## src/rtl/sqch_pkg.sv

```systemverilog
package sqch_pkg;

    // Register select codes; the pitch-high register carries the trigger.
    typedef enum logic [2:0] {
        SEL_SWEEP = 3'd0,
        SEL_SHAPE = 3'd1,
        SEL_ENV   = 3'd2,
        SEL_FLO   = 3'd3,
        SEL_FHI   = 3'd4
    } reg_sel_e;

    typedef enum logic {
        CH_IDLE = 1'b0,
        CH_PLAY = 1'b1
    } ch_state_e;

    typedef struct packed {
        logic [3:0] init;
        logic       up;
        logic [2:0] period;
    } env_cfg_t;

    typedef struct packed {
        logic [2:0] pace;
        logic       sub;
        logic [2:0] shift;
    } swp_cfg_t;

    // High/low level of each of the eight duty steps per code.
    function automatic logic duty_level(input logic [1:0] code, input logic [2:0] pos);
        logic lvl;
        unique case (code)
            2'd0:    lvl = (pos == 3'd7);
            2'd1:    lvl = (pos == 3'd0) || (pos == 3'd7);
            2'd2:    lvl = (pos == 3'd0) || (pos >= 3'd5);
            default: lvl = (pos != 3'd0) && (pos != 3'd7);
        endcase
        return lvl;
    endfunction

endpackage

```

## src/rtl/sqch_frame_seq.sv

```systemverilog
module sqch_frame_seq #(
    parameter int TICK_DIV = 8192
) (
    input  logic clk,
    input  logic rst_n,
    output logic len_tick,
    output logic swp_tick,
    output logic env_tick
);
    localparam int PRE_W = (TICK_DIV > 2) ? $clog2(TICK_DIV) : 1;
    localparam logic [PRE_W-1:0] PRE_LAST = PRE_W'(TICK_DIV - 1);

    logic [PRE_W-1:0] pre_q;
    logic [2:0]       step_q;
    logic             wrap;

    assign wrap = (pre_q == PRE_LAST);

    always_ff @(posedge clk) begin
        if (!rst_n) begin
            pre_q  <= '0;
            step_q <= '0;
        end else if (wrap) begin
            pre_q  <= '0;
            step_q <= step_q + 3'd1;
        end else begin
            pre_q  <= pre_q + 1'b1;
        end
    end

    always_comb begin
        len_tick = wrap && !step_q[0];
        swp_tick = wrap && (step_q == 3'd2 || step_q == 3'd6);
        env_tick = wrap && (step_q == 3'd7);
    end

    // envelope ticks sit on an odd step, never on a length step
    a_r13_env_not_len: assert property (@(posedge clk) disable iff (!rst_n)
        env_tick |-> !len_tick) else $error("R13 envelope tick coincided with length tick");

    // consecutive length ticks are at least one step apart
    a_r13_len_spacing: assert property (@(posedge clk) disable iff (!rst_n)
        len_tick |=> !len_tick) else $error("R13 back-to-back length ticks");

endmodule

```

## src/rtl/sqch_envelope.sv

```systemverilog
module sqch_envelope
    import sqch_pkg::*;
#(
    parameter int VOL_W = 4
) (
    input  logic             clk,
    input  logic             rst_n,
    input  logic             trig,
    input  logic             env_tick,
    input  env_cfg_t         cfg,
    output logic [VOL_W-1:0] vol
);
    localparam logic [VOL_W-1:0] VOL_MAX = {VOL_W{1'b1}};

    logic [2:0]       tmr_q;
    logic [VOL_W-1:0] vol_q;

    always_ff @(posedge clk) begin
        if (!rst_n) begin
            vol_q <= '0;
            tmr_q <= '0;
        end else if (trig) begin
            vol_q <= VOL_W'(cfg.init);
            tmr_q <= cfg.period;
        end else if (env_tick && cfg.period != 3'd0) begin
            if (tmr_q <= 3'd1) begin
                tmr_q <= cfg.period;
                if (cfg.up && vol_q != VOL_MAX)
                    vol_q <= vol_q + 1'b1;
                else if (!cfg.up && vol_q != '0)
                    vol_q <= vol_q - 1'b1;
            end else begin
                tmr_q <= tmr_q - 3'd1;
            end
        end
    end

    assign vol = vol_q;

    // trigger loads the initial volume
    a_r4_trig_load: assert property (@(posedge clk) disable iff (!rst_n)
        trig |=> vol_q == VOL_W'($past(cfg.init))) else $error("R4 volume not loaded on trigger");

    // rising envelope holds at the top
    a_r5_sat_top: assert property (@(posedge clk) disable iff (!rst_n)
        (!trig && cfg.up && vol_q == VOL_MAX) |=> vol_q == VOL_MAX) else $error("R5 volume wrapped above maximum");

    // falling envelope holds at zero
    a_r5_sat_bottom: assert property (@(posedge clk) disable iff (!rst_n)
        (!trig && !cfg.up && vol_q == '0) |=> vol_q == '0) else $error("R5 volume wrapped below zero");

    // zero period freezes the volume
    a_r6_frozen: assert property (@(posedge clk) disable iff (!rst_n)
        (!trig && cfg.period == 3'd0) |=> $stable(vol_q)) else $error("R6 volume moved with zero period");

endmodule

```

## src/rtl/sqch_sweep.sv

```systemverilog
module sqch_sweep
    import sqch_pkg::*;
#(
    parameter int FREQ_W = 11
) (
    input  logic              clk,
    input  logic              rst_n,
    input  logic              trig,
    input  logic              swp_tick,
    input  swp_cfg_t          cfg,
    input  logic [FREQ_W-1:0] freq_in,
    output logic              wr,
    output logic [FREQ_W-1:0] wr_freq,
    output logic              kill
);
    localparam int SUM_W = FREQ_W + 1;

    logic [FREQ_W-1:0] shadow_q;
    logic [2:0]        tmr_q;
    logic              armed_q;
    logic [SUM_W-1:0]  next_tick;
    logic [SUM_W-1:0]  next_trig;
    logic              fire;

    function automatic logic [SUM_W-1:0] step_calc(input logic [FREQ_W-1:0] f,
                                                   input logic sub,
                                                   input logic [2:0] sh);
        logic [SUM_W-1:0] base;
        logic [SUM_W-1:0] delta;
        base  = {1'b0, f};
        delta = base >> sh;
        return sub ? (base - delta) : (base + delta);
    endfunction

    always_comb begin
        next_tick = step_calc(shadow_q, cfg.sub, cfg.shift);
        next_trig = step_calc(freq_in, cfg.sub, cfg.shift);
        fire      = swp_tick && !trig && (tmr_q <= 3'd1) && armed_q && (cfg.pace != 3'd0);
        wr        = fire && !next_tick[FREQ_W] && (cfg.shift != 3'd0);
        wr_freq   = next_tick[FREQ_W-1:0];
        kill      = (trig && cfg.shift != 3'd0 && next_trig[FREQ_W])
                  || (fire && next_tick[FREQ_W]);
    end

    always_ff @(posedge clk) begin
        if (!rst_n) begin
            shadow_q <= '0;
            tmr_q    <= '0;
            armed_q  <= 1'b0;
        end else if (trig) begin
            shadow_q <= freq_in;
            tmr_q    <= cfg.pace;
            armed_q  <= (cfg.pace != 3'd0) || (cfg.shift != 3'd0);
        end else if (swp_tick) begin
            if (tmr_q <= 3'd1) begin
                tmr_q <= cfg.pace;
                if (wr)
                    shadow_q <= wr_freq;
            end else begin
                tmr_q <= tmr_q - 3'd1;
            end
        end
    end

    // a subtracting sweep never cuts the voice on a tick
    a_r11_sub_no_kill: assert property (@(posedge clk) disable iff (!rst_n)
        (cfg.sub && !trig) |-> !kill) else $error("R11 subtracting sweep cut the voice");

    // untimed sweep neither writes nor cuts
    a_r12_pace_zero: assert property (@(posedge clk) disable iff (!rst_n)
        (cfg.pace == 3'd0 && !trig) |-> (!wr && !kill)) else $error("R12 sweep acted with time 0");

endmodule

```

## src/rtl/sqch_tone_channel.sv

```systemverilog
module sqch_tone_channel
    import sqch_pkg::*;
#(
    parameter int TICK_DIV   = 8192,
    parameter int FREQ_W     = 11,
    parameter int VOL_W      = 4,
    parameter int LEN_W      = 6,
    parameter int MULT_SHIFT = 2
) (
    input  logic             clk,
    input  logic             rst_n,
    input  logic             reg_wr,
    input  logic [2:0]       reg_sel,
    input  logic [7:0]       reg_wdata,
    output logic [VOL_W-1:0] amp_out,
    output logic             chan_active
);
    localparam int TMR_W  = FREQ_W + MULT_SHIFT;
    localparam int SPAN_W = TMR_W + 1;
    localparam int CNT_W  = LEN_W + 1;
    localparam int HI_W   = FREQ_W - 8;
    localparam logic [CNT_W-1:0] LEN_FULL = CNT_W'(1 << LEN_W);

    // ---------------- configuration registers ----------------
    swp_cfg_t          swp_cfg_q;
    env_cfg_t          env_cfg_q;
    logic [1:0]        duty_q;
    logic              len_en_q;
    logic [FREQ_W-1:0] freq_q;

    logic              trig;
    logic [FREQ_W-1:0] trig_freq;
    logic [FREQ_W-1:0] sweep_src;

    logic len_tick, swp_tick, env_tick;
    logic swp_wr, swp_kill;
    logic [FREQ_W-1:0] swp_freq;
    logic [VOL_W-1:0]  vol;

    assign trig      = reg_wr && (reg_sel == SEL_FHI) && reg_wdata[7];
    assign trig_freq = {reg_wdata[HI_W-1:0], freq_q[7:0]};
    assign sweep_src = trig ? trig_freq : freq_q;

    always_ff @(posedge clk) begin
        if (!rst_n) begin
            swp_cfg_q <= '0;
            env_cfg_q <= '0;
            duty_q    <= '0;
            len_en_q  <= 1'b0;
            freq_q    <= '0;
        end else begin
            if (swp_wr)
                freq_q <= swp_freq;
            if (reg_wr) begin
                unique case (reg_sel)
                    SEL_SWEEP: swp_cfg_q <= swp_cfg_t'(reg_wdata[6:0]);
                    SEL_SHAPE: duty_q    <= reg_wdata[7:6];
                    SEL_ENV:   env_cfg_q <= env_cfg_t'(reg_wdata);
                    SEL_FLO:   freq_q[7:0] <= reg_wdata;
                    SEL_FHI: begin
                        freq_q[FREQ_W-1:8] <= reg_wdata[HI_W-1:0];
                        len_en_q           <= reg_wdata[6];
                    end
                    default: ;
                endcase
            end
        end
    end

    // ---------------- sub-units ----------------
    sqch_frame_seq #(.TICK_DIV(TICK_DIV)) u_frame (
        .clk      (clk),
        .rst_n    (rst_n),
        .len_tick (len_tick),
        .swp_tick (swp_tick),
        .env_tick (env_tick)
    );

    sqch_envelope #(.VOL_W(VOL_W)) u_env (
        .clk      (clk),
        .rst_n    (rst_n),
        .trig     (trig),
        .env_tick (env_tick),
        .cfg      (env_cfg_q),
        .vol      (vol)
    );

    sqch_sweep #(.FREQ_W(FREQ_W)) u_sweep (
        .clk      (clk),
        .rst_n    (rst_n),
        .trig     (trig),
        .swp_tick (swp_tick),
        .cfg      (swp_cfg_q),
        .freq_in  (sweep_src),
        .wr       (swp_wr),
        .wr_freq  (swp_freq),
        .kill     (swp_kill)
    );

    // ---------------- length counter ----------------
    logic [CNT_W-1:0] len_cnt_q;
    logic             len_expire;

    assign len_expire = len_tick && !trig && len_en_q && (len_cnt_q == CNT_W'(1));

    always_ff @(posedge clk) begin
        if (!rst_n) begin
            len_cnt_q <= '0;
        end else if (reg_wr && reg_sel == SEL_SHAPE) begin
            len_cnt_q <= LEN_FULL - CNT_W'(reg_wdata[LEN_W-1:0]);
        end else if (trig) begin
            if (len_cnt_q == '0)
                len_cnt_q <= LEN_FULL;
        end else if (len_tick && len_en_q && len_cnt_q != '0) begin
            len_cnt_q <= len_cnt_q - 1'b1;
        end
    end

    // ---------------- pitch timer and duty step ----------------
    logic [TMR_W-1:0] tmr_q;
    logic [2:0]       pos_q;

    function automatic logic [TMR_W-1:0] reload_of(input logic [FREQ_W-1:0] f);
        logic [SPAN_W-1:0] span;
        span = (SPAN_W'(1 << FREQ_W) - SPAN_W'(f)) << MULT_SHIFT;
        return TMR_W'(span - SPAN_W'(1));
    endfunction

    always_ff @(posedge clk) begin
        if (!rst_n) begin
            tmr_q <= '0;
            pos_q <= '0;
        end else if (trig) begin
            tmr_q <= reload_of(trig_freq);
            pos_q <= '0;
        end else if (tmr_q == '0) begin
            tmr_q <= reload_of(freq_q);
            pos_q <= pos_q + 3'd1;
        end else begin
            tmr_q <= tmr_q - 1'b1;
        end
    end

    // ---------------- voice state machine ----------------
    ch_state_e state_q, state_d;

    always_ff @(posedge clk) begin
        if (!rst_n)
            state_q <= CH_IDLE;
        else
            state_q <= state_d;
    end

    always_comb begin
        state_d = state_q;
        unique case (state_q)
            CH_IDLE: begin
                if (trig && !swp_kill)
                    state_d = CH_PLAY;          // START
            end
            CH_PLAY: begin
                if (trig)
                    state_d = swp_kill ? CH_IDLE : CH_PLAY;  // SWEEP_CUT / RESTART
                else if (len_expire)
                    state_d = CH_IDLE;          // LEN_STOP
                else if (swp_kill)
                    state_d = CH_IDLE;          // SWEEP_CUT
            end
            default: state_d = CH_IDLE;
        endcase
    end

    // ---------------- outputs ----------------
    always_comb begin
        chan_active = (state_q == CH_PLAY);
        amp_out     = (chan_active && duty_level(duty_q, pos_q)) ? vol : '0;
    end

    // a passing trigger always leads to the playing state
    a_r8_trig_start: assert property (@(posedge clk) disable iff (!rst_n)
        (trig && !swp_kill) |=> chan_active) else $error("R8 trigger did not start voice");

    // an enabled length counter running out stops the voice
    a_r7_len_stop: assert property (@(posedge clk) disable iff (!rst_n)
        len_expire |=> !chan_active) else $error("R7 length expiry left voice playing");

    // the duty step holds while the pitch timer is counting
    a_r3_step_hold: assert property (@(posedge clk) disable iff (!rst_n)
        (!trig && tmr_q != '0) |=> pos_q == $past(pos_q)) else $error("R3 duty step moved early");

    // a sweep write-back becomes the pitch unless software writes it
    a_r10_freq_take: assert property (@(posedge clk) disable iff (!rst_n)
        (swp_wr && !(reg_wr && (reg_sel == SEL_FLO || reg_sel == SEL_FHI)))
        |=> freq_q == $past(swp_freq)) else $error("R10 sweep result not written back");

endmodule

```

## config.mk

```make
export PLATFORM = sky130hd
export DESIGN_NAME = sqch_tone_channel
export DESIGN_NICKNAME = d
export VERILOG_FILES = /design/src/rtl/sqch_pkg.sv /design/src/rtl/sqch_frame_seq.sv /design/src/rtl/sqch_envelope.sv /design/src/rtl/sqch_sweep.sv /design/src/rtl/sqch_tone_channel.sv
export SDC_FILE = /design/constraint.sdc
export NUM_CORES = 1
export LEC_CHECK = 0
export BUFFER_PORTS_ARGS = -buffer_cell sky130_fd_sc_hd__buf_2
export CAP_MARGIN = 0
export CORE_ASPECT_RATIO = 1.25
export CORE_MARGIN = 1
export CORE_UTILIZATION = 65
export DETAILED_ROUTE_END_ITERATION = 8
export PLACE_DENSITY_LB_ADDON = 0.08
export SYNTH_ARGS = -nofsm -noshare
export SYNTH_HDL_FRONTEND = slang
export SYNTH_SLANG_ARGS = --single-unit
export TNS_END_PERCENT = 10
```

## constraint.sdc

```tcl
create_clock -name clk -period 9.3 [get_ports clk]
set_input_delay 0.465 -clock clk [delete_from_list [all_inputs] [get_ports clk]]
set_output_delay 0.465 -clock clk [all_outputs]
set_load 0.005 [all_outputs]
```

**Word-level counts from Yosys, hierarchy flattened**

Index checks and enable logic that the tools add are counted.

- Bits in registers: 91
- Latch bits: 0
- RAM bits: 0
- ROM bits: 0
- Input port bits: 14
- Output and inout port bits: 5
- Word-level logic and storage cells: 158
- Memories: 0

- $add $sub $neg: 18
- $mul: 0
- Div/mod/pow operators: 0
- Magnitude comparators: 3
- Eq/ne operators: 15
- Shifts and indexed selects: 2
- Mux-type cells: 35
- Bitwise logic cells: 2
- Reduce and logical (&&, ||, !) cells: 63

Operators with widths:

| kind | count |
|---|---|
| 11-bit two-way mux | 7 |
| 13-bit by 1-bit subtractor with 13-bit output, second input constant | 3 |
| 7-bit two-way mux | 4 |
| 1-bit logical AND | 26 |
| 13-bit two-way mux | 2 |
| 11-bit by 12-bit adder with 12-bit output | 2 |
| 12-bit two-way mux | 2 |
| 4-bit two-way mux | 6 |
| 11-bit by 3-bit >> shifter with 12-bit output | 2 |
| 11-bit by 12-bit subtractor with 12-bit output | 2 |
| 1-bit by 11-bit subtractor with 11-bit output, first input constant | 2 |
| 3-bit two-way mux | 7 |
| 3-bit nonzero test | 6 |
| 13-bit by 1-bit adder with 13-bit output, second input constant | 1 |
| 13-bit == test, second input constant | 1 |
| 13-bit zero test | 1 |
| 3-bit == test, second input constant | 4 |
| 2-bit AND reduction | 5 |
| 2-bit nonzero test | 5 |
| 3-bit by 2-bit == test with 1-bit output, second input constant | 3 |
| 8-bit two-way mux | 1 |
| 7-bit by 1-bit == test with 1-bit output, second input constant | 1 |
| 7-bit zero test | 1 |
| 7-bit nonzero test | 1 |
| 25 further kinds | 43 |

**Logic depth before layout (Yosys ltp)**

Gate-level depths: netlist (run 1).

- Depth in word-level cells: 14
- Depth in mapped cells: 21
- Gate-level depth less buffers: 18

**By module**

From an unflattened synthesis (run 1), not the netlist that was laid out.

- Cell total of the unflattened synthesis: 931
- Area total of the unflattened synthesis: 7,509.7 µm²

Modules (own cells, without submodules):

| module | times used | cells each | area an instance (µm²) | seq. area each (µm²) |
|---|---|---|---|---|
| sqch_tone_channel | 1 | 406 | 3,321.9 | 1,061.0 |
| sqch_sweep | 1 | 372 | 2,801.4 | 300.3 |
| sqch_frame_seq | 1 | 89 | 833.3 | 320.3 |
| sqch_envelope | 1 | 64 | 553.0 | 140.1 |

**Worst setup path after synthesis (run 1)**

No wires, ideal clock.

- Kind: in2reg
- From: in reg_sel[0]
- To: reg state_q, in the netlist chan_active
- Library setup time: 0.087 ns
- Arrival time: 3.783 ns
- Required time: 9.213 ns
- Path slack: 5.430 ns
- Cell stages on the path: 16
- Buffers on the path: 1
- Cell sequence: and4bb_4 buf_6 nand2_1 mux4_2 a22oi_1 a21o_1 a41oi_1 xor2_1 ha_1 a21o_1 a211o_1 o22a_1 or2_0 a311oi_1 nor3_1 nor4b_2

- Longest elaborated chain between the ends: 14
- Elaborated cells on any way between the ends: 27
- Classes of those cells: add/sub: 2; eq/ne: 1; shift: 1; mux: 7; reduce/logical: 16

Ends and longest elaborated chain:

| item | line | RTL |
|---|---|---|
| start, declared | sqch_tone_channel.sv:13 | `input logic [2:0] reg_sel,` |
| 3-bit == test * | sqch_tone_channel.sv:40 | `assign trig = reg_wr && (reg_sel == SEL_FHI) && reg_wdata[7];` |
| 1-bit logical AND * (2 in series) | sqch_tone_channel.sv:40 |  |
| branches (longest 10 deep; another with 11-bit by 12-bit adder with 12-bit output) | n/a |  |
| 1-bit one-hot mux with 2 select lines * | sqch_tone_channel.sv:156 | `unique case (state_q)` |
| end signal, assigned | sqch_tone_channel.sv:151 | `state_q <= state_d;` |
| end, declared | sqch_tone_channel.sv:145 | `ch_state_e state_q, state_d;` |

Mark *: on every way between the ends.
A chain may end at the register's enable or synchronous reset.

**Final worst setup path (run 1)**

- From: reg swp_cfg_q[2] (netlist bit)
- To: reg u_sweep.shadow_q[5]

- Longest elaborated chain between the ends: 8
- Elaborated cells on any way between the ends: 14
- Classes of those cells: add/sub: 2; shift: 1; mux: 5; reduce/logical: 6

Ends and longest elaborated chain:

| item | line | RTL |
|---|---|---|
| start, declared | sqch_tone_channel.sv:25 | `swp_cfg_t swp_cfg_q;` |
| start signal, assigned | sqch_tone_channel.sv:56 | `SEL_SWEEP: swp_cfg_q <= swp_cfg_t'(reg_wdata[6:0]);` |
| 11-bit by 3-bit >> shifter with 12-bit output | sqch_sweep.sv:31 | `delta = base >> sh;` |
| 11-bit by 12-bit adder with 12-bit output / 11-bit by 12-bit subtractor with 12-bit output (equally long branches) | sqch_sweep.sv:32 | `return sub ? (base - delta) : (base + delta);` |
| 12-bit two-way mux | sqch_sweep.sv:32 |  |
| 1-bit zero test | sqch_sweep.sv:39 | `wr = fire && !next_tick[FREQ_W] && (cfg.shift != 3'd0);` |
| 1-bit logical AND (2 in series) | sqch_sweep.sv:39 |  |
| 2-bit nonzero test (no line) | n/a |  |
| 3-bit AND reduction (no line) | n/a |  |
| end signal, assigned | sqch_sweep.sv:51 | `shadow_q <= freq_in;` |
| end signal, assigned | sqch_sweep.sv:58 | `shadow_q <= wr_freq;` |
| end, declared | sqch_sweep.sv:18 | `logic [FREQ_W-1:0] shadow_q;` |

Several ways; a longest one is shown, not always the timed one. The select of a mux whose other input is x is not followed.

==> results of run 1 <==
worst max-delay path: cells and delay by family, from the launching register on:
family / cells / cell delay (ps)
compound gates: 7 / 1430
simple gates: 3 / 730
buf+inv: 1 / 740
mux: 1 / 400
xor+xnor: 1 / 250
fa+ha+maj: 2 / 550
flops: 1 / 970
path summary, 6_finish.rpt:
kind	endpoint	slack, ps	cells past startpoint
hold reg to reg	len_en_q	470	2
hold / removal	duty_q[0]	430	3
setup reg to reg	u_sweep.shadow_q[5]	4130	15
setup / recovery	u_sweep.shadow_q[5]	4130	15
kinds of logic (layout without fill, tap and decap cells):
kind of cell / after synthesis / after routing
multiplexers: 43 / 43
buffers and inverters: 98 / 87
XOR/XNOR: 63 / 63
adder cells (fa/ha/maj): 46 / 46
AO/OA/AOI/OAI: 240 / 240
flip-flops: 91 / 91
AND/OR/NAND/NOR: 336 / 336
metal layers:
layer,wire length (um),track usage,up-vias
met3,1310,0.0524,55
met2,8840,0.559,234
met4,738,0.164,0
met5,0,0,-
met1,7680,0.420,3088
li1,-,-,3241
power groups by stage:
stage	Sequential [mW]	Combinational [mW]	Clock, mW
2_1_floorplan	0.445	0.283	0
3_3_place_gp	0.455	0.328	0
3_5_place_dp	0.457	0.338	0
4_1_cts	0.448	0.343	0.364
5_1_grt	0.453	0.385	0.380
6_report	0.449	0.345	0.361
layout make-up:
cell class              count  area [um2]  area share
inverters                  47         176      0.0236
repair buffers             24         135      0.0180
clock inverters             7        63.8     0.00852
flip-flops and latches     91        1820       0.243
clock buffers               9         225      0.0301
multi-input cells         728        4900       0.654
well taps                 132         165      0.0221
registers in the layout (all words and copies together) (netlist names), 3 cells and up:
| register | count |
|---|---|
| env_cfg_q | 8 |
| freq_q | 11 |
| len_cnt_q | 7 |
| pos_q | 3 |
| swp_cfg_q | 7 |
| tmr_q | 13 |
| u_env.tmr_q | 3 |
| u_env.vol | 4 |
| u_frame.pre_q | 13 |
| u_frame.step_q | 3 |
| u_sweep.shadow_q | 11 |
| u_sweep.tmr_q | 3 |
synthesized netlist by cell type, drive strengths merged, types with 11 or more instances:
cell type	count
xnor2	39
a21oi	75
inv	45
a31oi	15
a211oi	14
o21ai	46
and2	11
xor2	24
mux2i	29
ha	44
nor3	26
buf	15
nor2	130
dfxtp	91
nand3	17
nand2	92
clkbuf	36
through the flow:
stage | instance area, um2 | std cells | hold slack [ps] | worst slack (ps)
2_1_floorplan | 7130 | 917 | 430 | 5430
3_3_place_gp | 7200 | 1022 | 440 | 4360
3_5_place_dp | 7200 | 1022 | 450 | 4260
4_1_cts | 7490 | 1038 | 427 | 4200
5_1_grt | 7490 | 1038 | 432 | 3630
6_report | 7490 | 1038 | 431 | 4130
==> metrics.md, run 1 <==
| Metric | Value |
|---|---|
| Std cell rows | `42` |
| Worst-path clk slew | `70 ps` |
| Cts bufs inserted | `9` |
| Net Switching | `0.396 mW` |
| Cell count after synthesis | `just over 900` |
| Adder-cell share of the synthesized area | `0.0828` |
| Post-CTS setup buffer count | `0` |
| Mapped Avg Cell Area | `7.78 um2` |
| First DRT Iteration DRCs | `520` |
| Critical Path RT | `9560 ps` |
| Post-synth EDFFs | `0` |
| Maximum VDD drop | `0.103 mV` |
| Fin crit share | `0.555` |
| Total grt overflow | `0` |
| CTS tree | `done` |
| CTS Sinks | `91` |
| Unrepaired setup endpoints after global routing | `no` |
| Pin count of the biggest net entering global routing | `56` |
| TritonRoute pass-1 iters | `5` |
| Max incr delay on CP | `970 ps` |
| Final setup fails | `0` |
| Internal | `0.758 mW` |
| Hpwl dp | `13500 um` |
| Vias after detailed routing | `6618` |
| Die area | `~11000 um2` |
| CP Launch Point | `swp_cfg_q[2]` |
| Final Core Density | `0.705` |
| Startpoint Class | `flop` |
| Cell Chain, Critical Path | `clkinv_1 -> mux2i_2 -> ha_1 -> a21oi_1 -> ha_1 -> nor2b_1 -> o21ai_0 -> a21oi_1 -> o21a_1 -> o211ai_1 -> a31oi_1 -> xnor2_2 -> and2_1 -> nand3_1 -> a311oi_2` |
| Xor and xnor area share after synthesis | `0.0784` |
| Leak Pwr | `slightly below 3 nW` |
| Tmin final | `just over 5000 ps` |
| Reg power frac | `0.389` |
| Top post-synthesis cells by area | `dfxtp_1 26%, ha_1 7.7%, nor2_1 6.7%, a21oi_1 5.1%, nand2_1 4.8%` |
| Setup Skew | `~8.6 ps` |
| Ant. Diodes | `0` |
| Quantity of hold-fixing buffers added after cts | `0` |
| Synth top area share | `0.255` |
| Routability Congestion | `0.904` |
| Port bufs | `18` |
| Drt via density | `6.38` |
| Skew-Pair Late Insertion Delay | `350 ps` |
| Mux cell area share after synthesis | `0.0775` |
| Sequential area share after synthesis | `0.255` |
| Die Ht | `119 um` |
| Complex-gate fraction of the synthesized area | `0.225` |
| CP max-delay cell | `dfxtp_1` |
| GR Util All Layers | `0.338` |
| Post-CTS Resized | `0` |
| Setup TNS | `0 ps` |
| H-tree depth | `3` |
| DRT Wirelength | `18600 um` |
| Worst Path Max Fanout | `29` |
| DRC viols | `0` |
| Slew headroom | `0.345` |
| Worst Setup Path Type | `flop to flop` |
| I/O Pins | `19` |
| Fmax | `194 MHz` |
| Async S/R FF share, synth | `0` |
| Most frequent cells in the layout | `127 x nor2_1, 91 x nand2_1, 91 x dfxtp_1, 72 x a21oi_1, 44 x ha_1` |
| Initial core utilization | `0.672` |
| Hold Fails Final Rpt | `0` |
| FF-to-FF Start | `swp_cfg_q[2]` |
| Layout Area Growth over Synthesis | `4.98%` |
| Fillers | `between 900 and 1000` |
| Netlist cell types | `85` |
| Initial antenna violation count | `0` |
| PD cells | `154 nW/um2` |
| Share of layout cells above drive strength 1 | `0.0927` |
| Status | `completed` |
| Switch share | `0.343` |
| Largest area contributor in the netlist | `dfxtp_1` |
| Largest family of logic cells by synthesized area | `compound AO/OA/AOI/OAI gates` |
| Die W | `95.7 um` |
| Post-route ant nets | `0` |
| Comb power frac | `0.299` |
| Longest Clk Path Bufs | `2` |
| Critical Path Sink Type | `flop` |
| Actual slew at the worst max-slew pin | `~980 ps` |
| Number of global-route vias before repair | `6252` |
| Syn_nets | `between 900 and 1000` |
| Most common cell after layout, fill and taps aside | `nor2_1` |
| Power Total | `1.15 mW` |
| Worst Hold Launch | `reg_wdata[6]` |
| Root buffer cell | `clkbuf_16` |
| First-pass GRT wire length | `30000 um` |
| Core area | `approximately 11000 um2` |
| Min-delay worst type | `input port to flop` |
| Clock share of power | `0.313` |
| Max-slew violation count | `0` |
| Nets | `approximately 960` |
| CP Data Arrival Time | `5430 ps` |
| Synth Warn # | `0` |
| Max_cap viols | `0` |
| Routed length per instance | `between 15 and 20 um` |
| Post-synthesis cell area | `roughly 7100 um2` |
| Ys flop type | `dfxtp_1` |
| Yosys reg bits | `slightly above 90` |
| Synth Area in Simple Gates | `0.223` |
(Power assumes the default switching activity.)
==> run 2: changes to the inputs <==
CORE_UTILIZATION = 64   (was 65)
clock period = 5.1 ns   (was 9.3 ns; I/O delays follow)
==> metrics.md, run 2 (synthesis results as in run 1) <==
| Metric | Value |
|---|---|
| PD cells | `280 nW/um2` |
| Max-slew violation count | `0` |
| Fmax | `~220 MHz` |
| Comb power frac | `0.300` |
| CP endpoint | `chan_active` |
| Met1 usage | `0.417` |
| Busiest layer in global routing | `met2` |
| Post-DP Area | `7230 um2` |
| Die W | `96.4 um` |
| Min-delay worst type | `input port to flop` |
| TritonRoute pass-1 iters | `8` |
| Initial antenna violation count | `0` |
| Tmin final | `4650 ps` |
| Post-route ant nets | `0` |
| Cts bufs inserted | `9` |
| Worst Path Max Fanout | `18` |
| Die Ht | `120 um` |
| Die area | `11600 um2` |
| CTS tree | `done` |
| First-pass GRT wire length | `29500 um` |
| Skew-Pair Late Insertion Delay | `350 ps` |
| Worst-path clk slew | `70 ps` |
| CTS Sinks | `91` |
| Fin crit share | `0.911` |
| R2R depth | `16` |
| First DRT Iteration DRCs | `450` |
| Most frequent cells in the layout | `127 x nor2_1, 91 x nand2_1, 90 x dfxtp_1, 72 x a21oi_1, 44 x ha_1` |
| Worst Hold Launch | `reg_wdata[5]` |
| H-tree depth | `3` |
| Post-CTS setup buffer count | `0` |
| Routability Congestion | `0.888` |
| Hpwl dp | `13500 um` |
| Ant. Diodes | `0` |
| GR Util All Layers | `0.330` |
| Routed length per instance | `17.7 um` |
| Setup Skew | `11.8 ps` |
| CP Launch Point | `swp_cfg_q[0]` |
| Port bufs | `18` |
| Actual slew at the worst max-slew pin | `898 ps` |
| Max_cap viols | `0` |
| Most common cell after layout, fill and taps aside | `nor2_1` |
| Total grt overflow | `0` |
| Switch share | `0.344` |
| Std cell rows | `between 40 and 50` |
| CP Data Arrival Time | `4910 ps` |
| I/O Pins | `19` |
| R2r setup slk | `450 ps` |
| Pin count of the biggest net entering global routing | `58` |
| Final setup fails | `0` |
| Setup TNS | `0 ps` |
| Core area | `10700 um2` |
| Share of layout cells above drive strength 1 | `0.0978` |
| Global-route met3 utilization | `0.0494` |
| FF-to-FF Start | `swp_cfg_q[0]` |
| Hold WS | `230 ps` |
| DRC viols | `0` |
| Clock share of power | `0.312` |
| Worst Setup Path Type | `flop to flop` |
| Longest Clk Path Bufs | `2` |
| Vias after detailed routing | `6663` |
| PnR worst setup slack | `452 ps` |
| Critical Path RT | `5360 ps` |
| Worst R2R End | `chan_active` |
| Status | `completed` |
| Post-Place Worst Slack | `445 ps` |
| Internal | `between 1 and 1.5 mW` |
| Fin area | `7520 um2` |
| Layout Area Growth over Synthesis | `5.51%` |
| Unrepaired setup endpoints after global routing | `no` |
| Number of global-route vias before repair | `6148` |
| DRT Wirelength | `~18000 um` |
| Critical Path Sink Type | `flop` |
| GR Util met2 | `0.560` |
| Leak Pwr | `2.92 nW` |
| Fillers | `897` |
| Root buffer cell | `clkbuf_16` |
| Nets | `965` |
| Reg power frac | `0.388` |
| Hold Fails Final Rpt | `0` |
| Top flop regs | `tmr_q: 13 flops, u_frame.pre_q: 13 flops` |
| Slew headroom | `0.398` |
| Initial core utilization | `0.665` |
| Net Switching | `0.726 mW` |
| Startpoint Class | `flop` |
| Maximum VDD drop | `0.222 mV` |
| Final Core Density | `0.702` |
| Drt via density | `6.39` |
run 2: changes by cell type in the layout (fill, tap and decap cells not counted):
cell / previous run / this run
buf_4: 6 / 10
clkinv_8: 0 / 1
clkinvlp_4: 0 / 1
dfxtp_1: 91 / 90
dfxtp_2: 0 / 1
inv_6: 4 / 2
run 2: power groups by stage:
stage               Combinational [mW]  Sequential, mW  Clock, mW
floorplan                        0.516           0.812          0
global placement                 0.606           0.829          0
detailed placement               0.624           0.832          0
CTS                              0.628           0.816      0.665
global route                     0.695           0.824      0.695
finish                           0.633           0.818      0.659
run 2: what timing repair did:
item	CTS	global route
hold buffers	0	0
resized for setup	0	1
endpoints found under the setup margin	0	9
run 2: how the worst min path moves through the flow:
| stage | endpoint | slack (ps) | depth (start not counted) |
|---|---|---|---|
| 5_1_grt | duty_q[0] | 230 | 3 |
| 6_report | swp_cfg_q[5] | 230 | 3 |
| 3_3_place_gp | u_frame.pre_q[0] | 440 | 1 |
| 4_1_cts | env_cfg_q[5] | 230 | 3 |
| 3_5_place_dp | len_en_q | 440 | 2 |
| 2_1_floorplan | len_en_q | 390 | 2 |
run 2: stage by stage:
step / std cells / total power, mW
after floorplan: 917 / 1.33
after global placement: 1026 / 1.43
after detailed placement: 1026 / 1.46
after CTS: 1042 / 2.11
after global routing: 1042 / 2.21
final: 1042 / 2.11
run 2: area by class of cell:
cell class	instances	area, um2	share of cell area
multi-input combinational	728	4900	0.651
sequential	91	1820	0.242
clock buffer	9	225	0.0299
inverter	47	176	0.0234
timing repair buffer	28	165	0.0219
tap	132	165	0.0219
clock inverter	7	70.1	0.00931
run 2: critical path, cell delays in order, from the launching register on:
cell and delay, ps:
dfxtp_1 690, buf_4 340, inv_2 160, nor4_1 460
o41ai_1 150, or2_1 310, nor2_1 180, a41oi_1 150
xor2_1 180, ha_1 290, a21o_1 190, a211o_1 300
o22a_1 200, or2_0 230, a311oi_1 360, nor3_1 110
nor4b_2 260
run 2: layer usage:
layer / vias up / share of wire
met5: - / 0
met4: 0 / 0.030
met3: 50 / 0.064
met2: 235 / 0.49
met1: 3121 / 0.41
li1: 3257 / -
==> run 3: changes to the inputs <==
ABC_AREA = 1   (was default)
==> metrics.md, run 3 <==
| Metric | Value |
|---|---|
| Count leader, synth | `nand2_1` |
| Die area | `11100 um2` |
| Top post-synthesis cells by area | `dfxtp_1 27%, nand2_1 11%, ha_1 8.0%, inv_1 7.5%, o21ai_0 6.5%` |
| Setup Skew | `8.02 ps` |
| Syn_nets | `around 1100` |
| Synth top cells by count | `199 x nand2_1, 136 x inv_1, 108 x nor2_1, 91 x dfxtp_1, 89 x o21ai_0` |
| First DRT Iteration DRCs | `~460` |
| Tmin final | `roughly 4600 ps` |
| Slew headroom | `0.261` |
| Drt via density | `between 5 and 6` |
| WP buf/inv | `5` |
| Number of global-route vias before repair | `6400` |
| Total grt overflow | `0` |
| Layout Area Growth over Synthesis | `6.31%` |
| Status | `completed` |
| Min-delay worst type | `input port to flop` |
| Actual slew at the worst max-slew pin | `between 1000 and 1500 ps` |
| DRT Wirelength | `17900 um` |
| Largest area contributor in the netlist | `dfxtp_1` |
| Quantity of hold-fixing buffers added after cts | `0` |
| Fillers | `909` |
| Startpoint Class | `flop` |
| Hpwl dp | `13500 um` |
| Synth top area share | `0.266` |
| Std cell rows | `41` |
| Most common cell after layout, fill and taps aside | `nand2_1` |
| Post-synth EDFFs | `0` |
| I/O Pins | `19` |
| Ys flop type | `dfxtp_1` |
| Routability Congestion | `around 0.94` |
| Critical Path RT | `5340 ps` |
| Worst-path clk slew | `70 ps` |
| CTS Sinks | `91` |
| Final setup fails | `0` |
| Vias after detailed routing | `between 6000 and 7000` |
| Die Ht | `approximately 120 um` |
| Max incr delay on CP | `650 ps` |
| Nets | `1112` |
| Post-CTS setup buffer count | `0` |
| Post-CTS Resized | `0` |
| Root buffer cell | `clkbuf_16` |
| Non-Filler Instances | `1186` |
| CP Data Arrival Time | `4850 ps` |
| Yosys reg bits | `91` |
| Initial antenna violation count | `0` |
| Maximum VDD drop | `0.169 mV` |
| CP top delay family | `simple AND/OR/NAND/NOR gates` |
| PD cells | `between 300 and 400 nW/um2` |
| Skew-Pair Late Insertion Delay | `around 350 ps` |
| Leak Pwr | `3.55 nW` |
| Unrepaired setup endpoints after global routing | `no` |
| Initial core utilization | `0.667` |
| CP max-delay cell | `dfxtp_1` |
| Synth Warn # | `0` |
| Worst Setup Path Type | `flop to flop` |
| Dpl cells | `1170` |
| Pin count of the biggest net entering global routing | `57` |
| Die W | `roughly 94 um` |
| Critical Path Sink Type | `flop` |
| CTS tree | `done` |
| Async S/R FF share, synth | `0` |
| GR Util All Layers | `0.339` |
| Max-slew violation count | `0` |
| Setup TNS | `0 ps` |
| DRC viols | `0` |
| Share of layout cells above drive strength 1 | `0.0520` |
| Routed length per instance | `15.1 um` |
| Longest Clk Path Bufs | `2` |
| Mapped Avg Cell Area | `between 6 and 7 um2` |
| Top flop regs | `tmr_q: 13 flops, u_frame.pre_q: 13 flops` |
| Core area | `10300 um2` |
| Sequential area share after synthesis | `0.266` |
| Max_cap viols | `0` |
| Port bufs | `18` |
| TritonRoute pass-1 iters | `6` |
| Worst Path Max Fanout | `17` |
| Cts bufs inserted | `9` |
| Hold Fails Final Rpt | `0` |
| Ant. Diodes | `0` |
| Most frequent cells in the layout | `199 x nand2_1, 136 x inv_1, 108 x nor2_1, 91 x dfxtp_1, 89 x o21ai_0` |
| Post-synthesis cell area | `6840 um2` |
| Netlist cell types | `43` |
| Fin crit share | `0.904` |
| H-tree depth | `3` |
| First-pass GRT wire length | `29800 um` |
| Post-route ant nets | `0` |
| Fmax | `217 MHz` |
| Crit-path most repeated cell | `nand2_1` |
| Cell count after synthesis | `1049` |
## run 3: cell count changes after synthesis, moves of 10 or more
cell and delta:
a21o_1 -10, o21ai_0 +48, nor2_1 -19, nand3_1 +60, xor2_1 +22, xnor2_1 -19
and3_1 -10, a21oi_1 +16, nand2_1 +108, mux2i_1 -28, clkbuf_1 -18, o21ai_1 +10
inv_1 +93
## run 3: path summary, 6_finish.rpt
check                           cells after the start  slack, ps                  end              from
worst min-delay path                                3        270            duty_q[0]      reg_wdata[6]
worst max register to register                     27        490  u_sweep.shadow_q[4]      swp_cfg_q[1]
worst min register to register                      1        460     u_frame.pre_q[0]  u_frame.pre_q[0]
worst max-delay path                               27        490  u_sweep.shadow_q[4]      swp_cfg_q[1]
## run 3: cell type report
type | instances | area, um2 | area share
Clock inverter | 6 | 65.1 | 0.00895
Sequential cell | 91 | 1820 | 0.251
Multi-Input combinational cell | 787 | 4340 | 0.597
Inverter | 140 | 526 | 0.0723
Timing Repair Buffer | 23 | 128 | 0.0175
Tap cell | 129 | 161 | 0.0222
Clock buffer | 10 | 229 | 0.0315
## run 3: power breakdown
group | switching, mW | internal (mW)
combinational | 0.512 | 0.302
clock | 0.290 | 0.381
sequential | 0.0582 | 0.768
## run 3: kinds of logic (layout without fill, tap and decap cells)
| group | after synthesis | in the layout | synth area share |
|---|---|---|---|
| AO/OA/AOI/OAI | 240 | 240 | 0.192 |
| XOR/XNOR | 66 | 66 | 0.0856 |
| adder cells (fa/ha/maj) | 46 | 46 | 0.0863 |
| buffers and inverters | 171 | 179 | 0.0999 |
| flip-flops | 91 | 91 | 0.266 |
| AND/OR/NAND/NOR | 435 | 435 | 0.270 |
## run 3: stage by stage
stage | total power [mW] | util | area (um2) | worst slack (ps) | hold WS, ps
finish | 2.31 | 0.709 | 7270 | 487 | 273
detailed placement | 1.64 | 0.680 | 6980 | 592 | 450
global placement | 1.63 | 0.680 | 6980 | 719 | 429
CTS | 2.31 | 0.709 | 7270 | 557 | 271
floorplan | 1.46 | - | 6840 | 1530 | 418
global route | 2.47 | 0.709 | 7270 | 10.4 | 278
## run 3: metal layers
metal / vias up / GRT usage / share of wire
li1: 3467 / - / -
met1: 3046 / 0.387 / 0.41
met2: 224 / 0.593 / 0.48
met3: 66 / 0.0497 / 0.054
met4: 0 / 0.187 / 0.049
met5: - / 0 / 0
## run 3: tightest hold or removal path, cell delays in order
cell and delay [ps]:
buf_2 80, inv_1 100, a21oi_1 140
